## src/rtl/lrsc_pkg.sv

```systemverilog
package lrsc_pkg;
  typedef enum logic [1:0] {
    KIND_NONE = 2'b00,
    KIND_LR   = 2'b01,
    KIND_SC   = 2'b10,
    KIND_RSVD = 2'b11
  } req_kind_e;
endpackage

```

## src/rtl/lrsc_line_match.sv

```systemverilog
module lrsc_line_match #(
  parameter int ADDR_W = 32,
  parameter int OFS_W  = 6,
  localparam int TAG_W = ADDR_W - OFS_W
) (
  input  logic [ADDR_W-1:0] addr_i,
  input  logic [TAG_W-1:0]  tag_i,
  output logic [TAG_W-1:0]  addr_tag_o,
  output logic              hit_o
);
  // Line tag is the address with the byte offset dropped.
  generate
    if (OFS_W > 0) begin : g_strip
      assign addr_tag_o = addr_i[ADDR_W-1:OFS_W];
    end else begin : g_full
      assign addr_tag_o = addr_i;
    end
  endgenerate

  assign hit_o = (addr_tag_o == tag_i);
endmodule

```

## src/rtl/lrsc_resv_slot.sv

```systemverilog
module lrsc_resv_slot #(
  parameter int TAG_W = 26
) (
  input  logic             clk,
  input  logic             rst,
  input  logic             set_i,
  input  logic [TAG_W-1:0] tag_i,
  input  logic             clear_i,
  output logic             valid_o,
  output logic [TAG_W-1:0] tag_o
);
  // A new reservation takes priority over a clear in the same cycle.
  always_ff @(posedge clk) begin
    if (rst) begin
      valid_o <= 1'b0;
      tag_o   <= '0;
    end else if (set_i) begin
      valid_o <= 1'b1;
      tag_o   <= tag_i;
    end else if (clear_i) begin
      valid_o <= 1'b0;
    end
  end

  p_lr_arms_line_r10: assert property (@(posedge clk) disable iff (rst)
    set_i |=> (valid_o && tag_o == $past(tag_i)));

  p_clear_disarms_r7: assert property (@(posedge clk) disable iff (rst)
    (clear_i && !set_i) |=> !valid_o);
endmodule

```

## src/rtl/lrsc_resv_monitor.sv

```systemverilog
module lrsc_resv_monitor #(
  parameter int ADDR_W     = 32,
  parameter int XLEN       = 32,
  parameter int LINE_BYTES = 64,
  localparam int OFS_W     = $clog2(LINE_BYTES),
  localparam int TAG_W     = ADDR_W - OFS_W
) (
  input  logic              clk,
  input  logic              rst,
  input  logic              req_valid,
  input  logic [1:0]        req_kind,
  input  logic [ADDR_W-1:0] req_addr,
  input  logic              snoop_valid,
  input  logic [ADDR_W-1:0] snoop_addr,
  input  logic              sc_force_fail,
  output logic              sc_rsp_valid,
  output logic              sc_store_en,
  output logic [XLEN-1:0]   sc_rsp_status
);
  import lrsc_pkg::*;

  logic             is_lr, is_sc;
  logic             resv_valid;
  logic [TAG_W-1:0] resv_tag;
  logic [TAG_W-1:0] req_tag, snoop_tag;
  logic             req_hit, snoop_line_hit;
  logic             snoop_kill, sc_ok, resv_clear;

  assign is_lr = req_valid && (req_kind_e'(req_kind) == KIND_LR);
  assign is_sc = req_valid && (req_kind_e'(req_kind) == KIND_SC);

  lrsc_line_match #(.ADDR_W(ADDR_W), .OFS_W(OFS_W)) u_req_match (
    .addr_i     (req_addr),
    .tag_i      (resv_tag),
    .addr_tag_o (req_tag),
    .hit_o      (req_hit)
  );

  lrsc_line_match #(.ADDR_W(ADDR_W), .OFS_W(OFS_W)) u_snoop_match (
    .addr_i     (snoop_addr),
    .tag_i      (resv_tag),
    .addr_tag_o (snoop_tag),
    .hit_o      (snoop_line_hit)
  );

  // A snoop to the armed line kills the reservation and beats a racing SC.
  assign snoop_kill = snoop_valid && resv_valid && snoop_line_hit;
  assign sc_ok      = is_sc && resv_valid && req_hit && !snoop_kill && !sc_force_fail;
  assign resv_clear = is_sc || snoop_kill;

  lrsc_resv_slot #(.TAG_W(TAG_W)) u_slot (
    .clk     (clk),
    .rst     (rst),
    .set_i   (is_lr),
    .tag_i   (req_tag),
    .clear_i (resv_clear),
    .valid_o (resv_valid),
    .tag_o   (resv_tag)
  );

  always_ff @(posedge clk) begin
    if (rst) begin
      sc_rsp_valid  <= 1'b0;
      sc_store_en   <= 1'b0;
      sc_rsp_status <= '0;
    end else begin
      sc_rsp_valid  <= is_sc;
      sc_store_en   <= sc_ok;
      sc_rsp_status <= (is_sc && !sc_ok) ? XLEN'(1) : '0;
    end
  end

  p_store_in_rsp_r11: assert property (@(posedge clk) disable iff (rst)
    sc_store_en |-> sc_rsp_valid);

  p_rsp_after_sc_r11: assert property (@(posedge clk) disable iff (rst)
    sc_rsp_valid |-> $past(is_sc));

  p_status_code_r3: assert property (@(posedge clk) disable iff (rst)
    sc_rsp_valid |-> (sc_rsp_status == (sc_store_en ? XLEN'(0) : XLEN'(1))));

  p_no_resv_fails_r4: assert property (@(posedge clk) disable iff (rst)
    (is_sc && !resv_valid) |=> !sc_store_en);

  p_forced_fail_r8: assert property (@(posedge clk) disable iff (rst)
    (is_sc && sc_force_fail) |=> !sc_store_en);

  p_snoop_race_r9: assert property (@(posedge clk) disable iff (rst)
    (is_sc && snoop_kill) |=> !sc_store_en);

  p_snoop_clears_r5: assert property (@(posedge clk) disable iff (rst)
    (snoop_kill && !is_lr) |=> !resv_valid);
endmodule

```

## config.mk

```make
export PLATFORM = sky130hd
export DESIGN_NAME = lrsc_resv_monitor
export DESIGN_NICKNAME = d
export VERILOG_FILES = /design/src/rtl/lrsc_pkg.sv /design/src/rtl/lrsc_line_match.sv /design/src/rtl/lrsc_resv_slot.sv /design/src/rtl/lrsc_resv_monitor.sv
export SDC_FILE = /design/constraint.sdc
export NUM_CORES = 1
export LEC_CHECK = 0
export CELL_PAD_IN_SITES_DETAIL_PLACEMENT = 1
export CELL_PAD_IN_SITES_GLOBAL_PLACEMENT = 1
export CORE_ASPECT_RATIO = 1.2
export CORE_MARGIN = 1.5
export CORE_UTILIZATION = 49
export CTS_BUF_LIST = sky130_fd_sc_hd__clkbuf_4
export DETAILED_ROUTE_END_ITERATION = 16
export DONT_BUFFER_PORTS = 1
export HOLD_SLACK_MARGIN = 0.03
export PLACE_DENSITY_LB_ADDON = 0.12
export SLEW_MARGIN = 30
export SYNTH_ARGS = -nofsm -noshare
export SYNTH_HDL_FRONTEND = slang
export SYNTH_SLANG_ARGS = --single-unit
```

## constraint.sdc

```tcl
create_clock -name clk -period 3.85 [get_ports clk]
set_input_delay 0.1925 -clock clk [delete_from_list [all_inputs] [get_ports clk]]
set_output_delay 0.1925 -clock clk [all_outputs]
set_load 0.01 [all_outputs]
```

==> results.ini <==
[outcome]
status=finished, final reports clean

[floorplan]
start_util_pct=52.3
io-pin-count=105
core_um2=3720
num_rows=24
fp.dieH_um=72.1
die_area_um2=4360
dieWidth_um=60.5

[worst_hold_path]
min_path_type=primary input to register
whs_path_depth=2
min_to=u_slot.valid_o
min_from=req_kind[0]

[synth]
synth_cell_types=24
syn_area_um2=1950
synth_top_area_share_pct=30.8
synthFlopType=dfxtp_1
syn_inst=243
async_flop_share_pct=0
ys_seq_area_share_pct=30.8
yosys_warnings=0
yosysTopAreaCell=dfxtp_1
syn_avg_cell_area_um2=8.01
synthTopCellsByCount=nand2_1 (56), xor2_1 (46), buf_4 (31)
synth_edf_count=0
synth_area_leaders=dfxtp_1 (31%), xor2_1 (21%), buf_4 (12%), nand2_1 (11%), a21oi_1 (6.7%)
synth_most_common_cell=nand2_1
yosys_register_bits=30

[cells_and_area]
fin_nets=341
area_delta_synth_final_pct=12.9
fin_util_pct=59.0
drive_gt1_share_pct=4.44
antenna_cells=0

[power_and_ir_drop]
max-vdd-ir-drop_mv=0.226
totalPowerFinal_w=0.000644
power_switching_w=0.000189
leakagePower_nw=0.906
pwr-share-clk_pct=29.5
combPwrFrac_pct=19.0
netSwitchingFraction_pct=29.3
p_seq_share_pct=51.5
p_int_w=0.000455
power_density_nw_per_um2=293

[routing]
wirelength_mm=5.58
routed_via_density=5.32
detail_route.first_pass.iterations=4
ant_nets=0
drc_errors=0
post_drt_wl_per_cell_um=17.3
vias=1712
drtIter0Drc=38

[run]
drv_cap=0

[critical_path]
cp-end-kind=register
r2r_cells=5
setup.worst_path.class=register to register
cp_slowest_stage_delay_ns=0.37
cp.arrival_ns=1.94
reg2reg_from=u_slot.tag_o[9]
worstPathRequired_ns=4.05
worstPathMaxFanout=3
start_kind=register
reg2reg_to=u_slot.valid_o
crit_chain=xor2_1 -> nor4_2 -> nand4_1 -> o41ai_1 -> o311ai_1
reg2reg_slack_ns=2.11
cp_slowest_cell=nor4_2

[clocking]
cts_buffers=5
h-tree-depth=2
cts_num_sinks=30
clockRootBuffer=clkbuf_4
post_cts_buffers=0
cts_tree=yes
insertion_delay_ns=0.33
cts_buffer_depth=2
path_clk_slew_ns=0.09

[global_route]
grt_antenna_before_repair=0
grt_pass1_wl_mm=8.44
grt_pass1_vias=1851
track_usage_pct=26.6
grt_max_degree=30
overflow=0

[timing]
slew_violations=0
relSlewSlack_pct=33.9
hold_violations=0
rsz0062_at_grt=false
fin_worst_skew_ns=0.00876
whs_ns=0.0712
setup-tns-final_ns=0
clock.fmax_mhz=573
period_minus_slack_ns=1.74
post-route-period-util_pct=45.3
setup_viol=0
tightest_slew_ns=0.991

[placed_design]
portBuffers=0
dpl.hpwl_mm=3.92
gp_congestion=0.773

[logic make-up (layout without fill, tap and decap cells)]
kind of cell,count (synthesis),count (layout),share of synthesized area (%)
compound gates,31,31,9.25
buf+inv,39,36,13.5
other cells,1,31,0.193
xor+xnor,52,52,23.4
simple gates,90,90,22.8
flops,30,30,30.8
[power groups by stage]
stage               Sequential, W  Combinational, W  Clock [W]
floorplan                0.000337          0.000102          0
global placement         0.000338         0.0000888          0
detailed placement       0.000339         0.0000920          0
CTS                      0.000332          0.000120   0.000194
global route             0.000333          0.000134   0.000214
finish                   0.000332          0.000123   0.000190
[layer usage]
metal	vias to the layer above	track usage, %	part of all wire, %
li1	809	-	-
met3	22	7.84	7.1
met1	803	27.6	36
met2	78	46.5	52
met5	-	0	0
met4	0	14.7	4.5
[registers in the layout (all words and copies together) (netlist names)]
signal	count
u_slot.tag_o	26
sc_rsp_status	1
sc_rsp_valid	1
sc_store_en	1
u_slot.valid_o	1
[cells in the final DEF (no fill, tap or decap), drive strengths merged]
| master | n |
|---|---|
| nand2 | 57 |
| xor2 | 46 |
| conb | 31 |
| dfxtp | 30 |
| dlygate4sd3 | 27 |
| a21oi | 26 |
| nor4 | 18 |
| clkbuf | 7 |
| xnor2 | 6 |
| nor2 | 3 |
| nand4 | 3 |
| o41ai | 3 |
| nor3b | 2 |
| nand4b | 2 |
| buf | 2 |
| or2 | 1 |
| nor2b | 1 |
| o311ai | 1 |
| nand3b | 1 |
| nand3 | 1 |
| or4 | 1 |
| o21a | 1 |
[how the worst max path moves through the flow]
stage | startpoint | end
floorplan | u_slot.tag_o[9] | sc_store_en
global placement | u_slot.tag_o[9] | sc_store_en
detailed placement | u_slot.tag_o[9] | u_slot.valid_o
CTS | rst | u_slot.tag_o[21]
global route | u_slot.tag_o[9] | u_slot.valid_o
finish | u_slot.tag_o[9] | u_slot.valid_o
[critical path: cells and delay by family (launching register included)]
family / cells / cell delay (ns)
AND/OR/NAND/NOR: 2 / 0.57
AO/OA/AOI/OAI: 2 / 0.50
XOR/XNOR: 1 / 0.19
flip-flops: 1 / 0.35
[through the flow]
step                      worst slack (ns)  cells  instance area (µm²)
after CTS                             1.92    322                 2200
after floorplan                       2.37    273                 2060
after global placement                2.15    287                 1870
final                                 2.11    322                 2200
after global routing                  1.97    322                 2200
after detailed placement              2.10    287                 1870
[what timing repair did]
item                                   CTS  global route
resized for setup                        0             0
hold buffers                            28             0
endpoints found under the hold margin   29             0
[area by class of cell]
| type | count | area (µm²) |
|---|---|---|
| well taps | 52 | 65.1 |
| repair buffers | 29 | 283 |
| fillers | 491 | 1530 |
| multi-input cells | 204 | 1200 |
| flip-flops and latches | 30 | 601 |
| clock buffers | 7 | 52.6 |
Power figures use the tool's default switching activity.
